==> config.mk <==
export PLATFORM = sky130hd
export DESIGN_NAME = pwrseq_top
export DESIGN_NICKNAME = d
export VERILOG_FILES = /design/src/rtl/pwrseq_pkg.sv /design/src/rtl/pwrseq_regs.sv /design/src/rtl/pwrseq_cmtimer.sv /design/src/rtl/pwrseq_gate.sv /design/src/rtl/pwrseq_status.sv /design/src/rtl/pwrseq_top.sv
export SDC_FILE = /design/constraint.sdc
export NUM_CORES = 1
export LEC_CHECK = 0
export CORE_MARGIN = 10
export CORE_UTILIZATION = 50
export CTS_BUF_LIST = sky130_fd_sc_hd__clkbuf_8
export CTS_CLUSTER_DIAMETER = 60
export CTS_CLUSTER_SIZE = 10
export DETAILED_ROUTE_END_ITERATION = 12
export DONT_BUFFER_PORTS = 1
export PLACE_DENSITY = 0.68
export SLEW_MARGIN = 20
export SYNTH_ARGS = -nofsm -noshare
export SYNTH_HDL_FRONTEND = slang
export SYNTH_SLANG_ARGS = --single-unit
==> constraint.sdc <==
create_clock -name clk -period 1.5 [get_ports clk]
set_clock_uncertainty 0.05 [all_clocks]
set_input_delay 0.225 -clock clk [delete_from_list [all_inputs] [get_ports clk]]
set_output_delay 0.225 -clock clk [all_outputs]
set_load 0.03 [all_outputs]
==> src/rtl/pwrseq_pkg.sv <==
package pwrseq_pkg;
    parameter int BLK_W  = 8;
    parameter int IRQ_N  = 2;
    parameter int DATA_W = 8;
    parameter int ADDR_W = 3;

    typedef enum logic [ADDR_W-1:0] {
        A_PWR  = 3'd0,
        A_KEEP = 3'd1,
        A_CORE = 3'd2,
        A_BLK  = 3'd3,
        A_IRQ  = 3'd4
    } reg_addr_e;

    // field positions inside the write data
    localparam int B_GPE    = 0;
    localparam int B_CMOVER = 2;
    localparam int B_KEEPB  = 0;
    localparam int B_KEEPA  = 1;
    localparam int B_CMKEEP = 4;
    localparam int B_PLL    = 0;
    localparam int B_XTAL   = 1;
    localparam int B_DSPA   = 2;
    localparam int B_DSPB   = 3;
    localparam int B_MASTER = 7;
    localparam int B_W1C    = 7;

    typedef struct packed {
        logic pll;
        logic xtal;
        logic dsp_a;
        logic dsp_b;
    } core_t;

    typedef struct packed {
        logic              gpe;
        logic              cm_over;
        logic              keep_a;
        logic              keep_b;
        logic              cm_keep;
        core_t             core_req;
        logic              master;
        logic [BLK_W-1:0]  blk_req;
        logic [IRQ_N-1:0]  mask;
    } ctl_t;

    function automatic ctl_t ctl_reset();
        ctl_t c;
        c          = '0;
        c.mask     = '1;
        return c;
    endfunction

    function automatic core_t core_gate(core_t req, logic gpe, logic ready);
        core_t o;
        o.pll   = req.pll   & gpe & ready;
        o.xtal  = req.xtal  & gpe & ready;
        o.dsp_a = req.dsp_a & gpe;
        o.dsp_b = req.dsp_b & gpe;
        return o;
    endfunction
endpackage

==> src/rtl/pwrseq_regs.sv <==
module pwrseq_regs
    import pwrseq_pkg::*;
(
    input  logic              clk,
    input  logic              srst,
    input  logic              wr_en,
    input  logic [ADDR_W-1:0] wr_addr,
    input  logic [DATA_W-1:0] wr_data,
    output ctl_t              ctl,
    output logic              w1c
);
    ctl_t ctl_q;

    always_ff @(posedge clk) begin
        if (srst) begin
            ctl_q <= ctl_reset();
        end else if (wr_en) begin
            case (reg_addr_e'(wr_addr))
                A_PWR: begin
                    ctl_q.gpe     <= wr_data[B_GPE];
                    ctl_q.cm_over <= wr_data[B_CMOVER];
                end
                A_KEEP: begin
                    ctl_q.keep_a  <= wr_data[B_KEEPA];
                    ctl_q.keep_b  <= wr_data[B_KEEPB];
                    ctl_q.cm_keep <= wr_data[B_CMKEEP];
                end
                A_CORE: begin
                    ctl_q.core_req.pll   <= wr_data[B_PLL];
                    ctl_q.core_req.xtal  <= wr_data[B_XTAL];
                    ctl_q.core_req.dsp_a <= wr_data[B_DSPA];
                    ctl_q.core_req.dsp_b <= wr_data[B_DSPB];
                    ctl_q.master         <= wr_data[B_MASTER];
                end
                A_BLK:   ctl_q.blk_req <= wr_data[BLK_W-1:0];
                A_IRQ:   ctl_q.mask    <= wr_data[IRQ_N-1:0];
                default: ;
            endcase
        end
    end

    assign ctl = ctl_q;
    assign w1c = wr_en && (wr_addr == A_IRQ) && wr_data[B_W1C];

    // the global enable only moves on a power-register write
    p_gpe_hold_r2: assert property (@(posedge clk) disable iff (srst)
        !(wr_en && wr_addr == A_PWR) |=> $stable(ctl_q.gpe));

    // masks only move on an interrupt-register write
    p_mask_hold_r10: assert property (@(posedge clk) disable iff (srst)
        !(wr_en && wr_addr == A_IRQ) |=> $stable(ctl_q.mask));
endmodule

==> src/rtl/pwrseq_cmtimer.sv <==
module pwrseq_cmtimer #(
    parameter int WAIT_MS = 35
) (
    input  logic clk,
    input  logic srst,
    input  logic cm_on,
    input  logic tick,
    output logic ready
);
    localparam int CW = $clog2(WAIT_MS + 1);
    localparam logic [CW-1:0] LIMIT = CW'(WAIT_MS);

    logic [CW-1:0] cnt;

    always_ff @(posedge clk) begin
        if (srst || !cm_on) begin
            cnt <= '0;
        end else if (tick && cnt < LIMIT) begin
            cnt <= cnt + 1'b1;
        end
    end

    assign ready = (cnt == LIMIT);

    // never beyond the limit
    p_no_overflow_r4: assert property (@(posedge clk) disable iff (srst)
        cnt <= LIMIT);

    // a tick below the limit advances by exactly one
    p_cnt_step_r4: assert property (@(posedge clk) disable iff (srst)
        (cm_on && tick && cnt < LIMIT) |=> cnt == $past(cnt) + 1'b1);

    // losing the reference discards the charge
    p_cnt_clear_r4: assert property (@(posedge clk) disable iff (srst)
        !cm_on |=> cnt == '0);
endmodule

==> src/rtl/pwrseq_gate.sv <==
module pwrseq_gate
    import pwrseq_pkg::*;
(
    input  logic             gpe,
    input  logic             ready,
    input  logic             master,
    input  core_t            core_req,
    input  logic [BLK_W-1:0] blk_req,
    output core_t            core_en,
    output logic [BLK_W-1:0] blk_en
);
    logic blk_allow;

    assign core_en   = core_gate(core_req, gpe, ready);
    assign blk_allow = master & gpe & ready;

    for (genvar i = 0; i < BLK_W; i++) begin : g_blk
        assign blk_en[i] = blk_req[i] & blk_allow;
    end
endmodule

==> src/rtl/pwrseq_status.sv <==
module pwrseq_status #(
    parameter int IRQ_N = 2
) (
    input  logic             clk,
    input  logic             srst,
    input  logic             gpe,
    input  logic             done_cond,
    input  logic             w1c,
    input  logic [IRQ_N-1:0] mask,
    output logic             status,
    output logic [IRQ_N-1:0] irq
);
    logic done_prev;
    logic set_evt;

    assign set_evt = done_cond & ~done_prev;

    always_ff @(posedge clk) begin
        if (srst) begin
            status    <= 1'b0;
            done_prev <= 1'b0;
        end else begin
            done_prev <= done_cond;
            if (!gpe)         status <= 1'b0;
            else if (set_evt) status <= 1'b1;
            else if (w1c)     status <= 1'b0;
        end
    end

    for (genvar k = 0; k < IRQ_N; k++) begin : g_irq
        assign irq[k] = status & ~mask[k];
    end

    // status is gone one edge after power drops
    p_stat_drop_r12: assert property (@(posedge clk) disable iff (srst)
        !gpe |=> !status);

    // a clear with no new completion edge wins
    p_stat_w1c_r11: assert property (@(posedge clk) disable iff (srst)
        (w1c && !set_evt) |=> !status);

    // a rising status always comes from a completion edge
    p_stat_cause_r9: assert property (@(posedge clk) disable iff (srst)
        $rose(status) |-> $past(done_cond));
endmodule

==> src/rtl/pwrseq_top.sv <==
module pwrseq_top
    import pwrseq_pkg::*;
#(
    parameter int WAIT_MS = 35
) (
    input  logic              clk,
    input  logic              rst,
    input  logic              pd_n,
    input  logic              wr_en,
    input  logic [ADDR_W-1:0] wr_addr,
    input  logic [DATA_W-1:0] wr_data,
    input  logic              pll_locked,
    input  logic              ms_tick,
    output logic              dig_pwr,
    output logic              mem_a_pwr,
    output logic              mem_b_pwr,
    output logic              cm_en,
    output logic              cm_fast,
    output logic              pll_en,
    output logic              xtal_en,
    output logic              dsp_a_en,
    output logic              dsp_b_en,
    output logic [BLK_W-1:0]  blk_en,
    output logic              pwr_done,
    output logic [IRQ_N-1:0]  irq
);
    logic  srst;
    ctl_t  ctl;
    logic  w1c;
    logic  ready;
    core_t core_en;
    logic  done_cond;

    assign srst = rst | ~pd_n;

    pwrseq_regs u_regs (
        .clk     (clk),
        .srst    (srst),
        .wr_en   (wr_en),
        .wr_addr (wr_addr),
        .wr_data (wr_data),
        .ctl     (ctl),
        .w1c     (w1c)
    );

    assign dig_pwr   = ctl.gpe;
    assign mem_a_pwr = ctl.gpe | ctl.keep_a;
    assign mem_b_pwr = ctl.gpe | ctl.keep_b;
    assign cm_en     = ctl.gpe | ctl.cm_keep;
    assign cm_fast   = cm_en & ~ctl.cm_over;

    pwrseq_cmtimer #(.WAIT_MS(WAIT_MS)) u_timer (
        .clk   (clk),
        .srst  (srst),
        .cm_on (cm_en),
        .tick  (ms_tick),
        .ready (ready)
    );

    pwrseq_gate u_gate (
        .gpe      (ctl.gpe),
        .ready    (ready),
        .master   (ctl.master),
        .core_req (ctl.core_req),
        .blk_req  (ctl.blk_req),
        .core_en  (core_en),
        .blk_en   (blk_en)
    );

    assign pll_en   = core_en.pll;
    assign xtal_en  = core_en.xtal;
    assign dsp_a_en = core_en.dsp_a;
    assign dsp_b_en = core_en.dsp_b;

    assign done_cond = pll_en & pll_locked;

    pwrseq_status #(.IRQ_N(IRQ_N)) u_status (
        .clk       (clk),
        .srst      (srst),
        .gpe       (ctl.gpe),
        .done_cond (done_cond),
        .w1c       (w1c),
        .mask      (ctl.mask),
        .status    (pwr_done),
        .irq       (irq)
    );

    // analog clocking never starts before the reference is charged
    p_pll_wait_r5: assert property (@(posedge clk) disable iff (srst)
        (pll_en || xtal_en) |-> ready);

    // with master low no signal-path block runs
    p_blk_master_r8: assert property (@(posedge clk) disable iff (srst)
        !ctl.master |-> blk_en == '0);

    // digital domains off means no block and no DSP runs
    p_off_quiet_r2: assert property (@(posedge clk) disable iff (srst)
        !dig_pwr |-> (!dsp_a_en && !dsp_b_en && !pll_en && blk_en == '0));
endmodule

; ---- Word-level counts from Yosys, hierarchy flattened
; Index checks and enable logic that the tools add are counted.
[word_totals]
latch_bits = 0
regBits = 28
rom_bits = 0
memories = 0
inputBits = 17
ram_bits = 0
[classes]
shifts = 0
bitwise = 31
reduce_logical = 13
div = 0
addsub = 1
muxes = 2
n_mul = 0
order_cmp = 1
n_eq_ne = 5
[op_table]
columns = op, n
row1 = AND 1 bit, 21
row2 = AND reduction 2 bit, 5
row3 = adder 6 x 1 -> 6 bit (second input constant), 1
row4 = == test 3 x 2 -> 1 bit (second input constant), 2
row5 = == test 6 bit (second input constant), 1
row6 = less-than comparator 6 bit (second input constant), 1
row7 = inverter 1 bit, 6
row8 = bitwise OR 1 bit, 4
row9 = == test 3 x 1 -> 1 bit (second input constant), 1
row10 = == test 3 bit (second input constant), 1
row11 = logical AND 1 bit, 3
row12 = zero test 3 bit, 1
row13 = two-way mux 1 bit, 2
row14 = nonzero test 2 bit, 1
row15 = OR reduction 2 bit, 1
row16 = zero test 1 bit, 1
row17 = logical OR 1 bit, 1

; ---- Longest topological paths before layout
[depth]
ltp_word = 5
ltp_mapped = 4
ltp_nobuf = 4

; ---- Modules after synthesis
; Synthesis repeated with hierarchy kept, for this count alone.
[hier_totals]
hier_cells = 140
hier_area_um2 = 1392.6
[modules_own_cells]
columns = module, cells_each, area_per_inst_um2, instances
row1 = pwrseq_regs, 81, 877.1, 1
row2 = pwrseq_cmtimer, 31, 275.3, 1
row3 = pwrseq_gate, 13, 105.1, 1
row4 = pwrseq_status, 9, 93.8, 1
row5 = pwrseq_top, 6, 41.3, 1

; ---- Worst setup path after synthesis
; Ideal clock, no wire load.
[synth_path]
path_type = flip-flop to output port
from = register, netlist name u_regs.ctl[19]
to = output blk_en[0]
path_buffers = 0
slack_ns = -0.150
path_stages_with_launch = 4
required_ns = 1.225
t_arrival_ns = 1.375
cell_sequence = dfxtp_1 > and3_1 > and3_1 > and2_1
[synth_between]
elab_chain_len = 3
[synth_rtl]
columns = element, line_no
row1 = AND 1 bit (2 in series), pwrseq_gate.sv:15  ; assign blk_allow = master & gpe & ready;
row2 = AND 1 bit, pwrseq_gate.sv:18  ; assign blk_en[i] = blk_req[i] & blk_allow;
row3 = end: declaration, pwrseq_top.sv:23  ; output logic [BLK_W-1:0] blk_en,
; No other way between the ends.

; ---- Final worst setup path
[layout_path]
from = register u_timer.cnt[0]
to = output blk_en[7]
[layout_between]
elab_chain_len = 3
[layout_rtl]
columns = element, line_no
row1 = start: declaration, pwrseq_cmtimer.sv:13  ; logic [CW-1:0] cnt;
row2 = start signal: assignment, pwrseq_cmtimer.sv:19  ; cnt <= cnt + 1'b1;
row3 = == test 6 bit, pwrseq_cmtimer.sv:23  ; assign ready = (cnt == LIMIT);
row4 = AND 1 bit, pwrseq_gate.sv:15
row5 = AND 1 bit, pwrseq_gate.sv:18
; No other way between the ends.

==> flow_summary.ini <==
[synthesis]
avgSynthCellArea_um2 = 8.93
syn-cell-area_mm2 = 0.00126
ys.warnings.count = 0
synth_top_area_share_pct = 44.5
syn_nets = 159
synth_ff_type = dfxtp_1
yosysMostFrequentCell = dfxtp_1
yosys.area.top_type = dfxtp_1
synth_edf_count = 0
yosys.cell_types.count = 36
ys_seq_elements = 28
async_flop_share_pct = 0
netlist_instances = 141
ys_seq_area_share_pct = 44.5
yosys-top-cells-count = dfxtp_1, nand2_1, nor2_1
synthTopCellsByArea = dfxtp_1, mux2i_1, nand2_1

[critical_path]
arrival_ns = 1.39
cpPeakStageDelay_ns = 0.37
cpMostUsedCell = and3_4
critPathTopFamily = simple AND/OR/NAND/NOR gates
worstSetupPathType = flip-flop to primary output
critPathCaptureType = primary output
crit_fanout = 8
critPathBufInv = 0
required_ns = 1.22
crit_chain = ha_4, and3_4, and3_4, and2_4
start_kind = flip-flop
slowest_stage = dfxtp_2

[route]
drt-total-wl_um = 3110
via_per_inst = 5.57
vias = 1052
drt_pass1_iterations = 4
wl_per_cell_um = 16.5
ant_nets = 0
drcViolationCount = 0
drt_iter0_markers = 43

[finish]
n_fill_cell = 216
area_delta_synth_final_pct = 23.3
utilization_pct = 63.8
diodes = 0
nets = 178
drive_above_1_share_pct = 31.4

[clock_tree]
ctsRootBufferMaster = clkbuf_8
htreeDepth = 1
cts.clk_slew.worst_paths_ns = 0.09
cts_made_buffers = 3
ctsHoldBuffers = 0
clock_latency_ns = 0.28
cts_tree = yes
cts.sinks = 28
clk_path_buf_depth = 2

[timing]
hold_viol_final = 0
slew_violations = 0
rsz0062_at_grt = true
clock.fmax_mhz = 601
timing.final.ws_setup_ns = -0.165
worst_pin_slew_ns = 0.326
fin_crit_sh_pct = 111
hold_slack_ns = 0.0236
finalSetupViolCount = 13
slew_headroom_pct = 78.1
fin_crit_ns = 1.67

[floorplan]
die-height_um = 70.2
start_util_pct = 51.7
die_area_mm2 = 0.00492
die_x_um = 70.2
num_io_pins = 37
rows = 18
coreArea_mm2 = 0.00243

[outcome]
violations = negative setup slack
status = finished with violations

[placed_design]
place.gp.congestion = 0.816
hpwlAfterDp_um = 2320
portBuffers = 0

[grt]
antenna_found_initial = 0
grt_pass1_vias = 1103
grt_start_max_net_pins = 20
grt_pass1_wl_um = 5110
grt.overflow.total = 0
grtUsageTotal_pct = 12.5

[pwr]
leakage_nw = 0.596
peakVddDrop_v = 0.000701
p_per_area_mw_per_mm2 = 824

[job]
maxCapViolations = 0

[min_path]
hp-class = input pin to flip-flop
==> worst paths after layout <==
path | slack [ns] | from | depth (start not counted) | endpoint
max | -0.17 | u_timer.cnt[0]$_SDFFE_PP0P_ | 4 | blk_en[7]
min | 0.02 | wr_data[2] | 2 | u_regs.ctl[4]$_SDFFE_PP0P_
max reg2reg | -0.09 | u_timer.cnt[0]$_SDFFE_PP0P_ | 5 | u_timer.cnt[3]$_SDFFE_PP0P_
min reg2reg | 0.41 | u_regs.ctl[5]$_SDFFE_PP0P_ | 2 | u_regs.ctl[5]$_SDFFE_PP0P_
==> routing by layer <==
layer  GRT usage, %  up-vias  routed length (um)
li1               -      522                   -
met1           12.7      482                1250
met2           21.2       40                1490
met3           6.21        8                 289
met4           5.48        0                  83
met5              0        -                   0
==> stage by stage <==
stage / total power (W) / setup slack, ns / std cells / setup TNS, ns / cell area, um^2
6_report: 0.00128 / -0.165 / 189 / -1.73 / 1550
5_1_grt: 0.00131 / -0.218 / 189 / -2.35 / 1550
4_1_cts: 0.00129 / -0.159 / 189 / -1.61 / 1550
3_5_place_dp: 0.000824 / -0.0416 / 184 / -0.313 / 1420
3_3_place_gp: 0.000822 / 0.00523 / 184 / 0 / 1420
2_1_floorplan: 0.000810 / 0.0216 / 141 / 0 / 1270
==> placed cells by master (no fill, tap or decap), types with 2 or more instances in the layout <==
master,instances
and2_4,8
mux2i_1,14
nand2_1,21
dfxtp_1,25
nor2_1,14
nand3_1,3
a21oi_1,9
clkbuf_8,4
dfxtp_2,3
or3_1,2
nor2b_1,3
or2_2,2
buf_4,19
and3_4,4
nand4_1,2
o21ai_0,2
==> power by group <==
group	switching, W	internal, W
Combinational	0.0000309	0.0000271
Sequential	0.00000248	0.000747
Clock	0.000236	0.000235
Total	0.000269	0.00101
==> what timing repair did <==
action                     CTS  global route
setup endpoints to repair   14            14
setup buffers                1             0
resized for setup           24             1
pin swaps                   15             2
==> cell families (layout without fill, tap and decap cells) <==
| family | Yosys count | count (layout) | share of synthesized area, % |
|---|---|---|---|
| flops | 28 | 28 | 44.5 |
| xor+xnor | 1 | 1 | 0.696 |
| buf+inv | 6 | 24 | 1.89 |
| fa+ha+maj | 1 | 1 | 0.994 |
| mux | 14 | 14 | 11.1 |
| simple gates | 74 | 74 | 31.9 |
| compound gates | 17 | 17 | 8.85 |
==> sequential cells by signal, summed over array words and instances (netlist names) <==
register and cells:
u_regs.ctl 20, u_status.done_prev 1, u_timer.cnt 6, u_status.status 1
==> final cells by class <==
class / count / area [um^2] / area share, %
multi-input cells: 107 / 748 / 48.2
flip-flops and latches: 28 / 564 / 36.4
repair buffers: 19 / 143 / 9.19
clock buffers: 4 / 55.1 / 3.55
well taps: 30 / 37.5 / 2.42
inverters: 1 / 3.75 / 0.242
(Power assumes the default switching activity.)
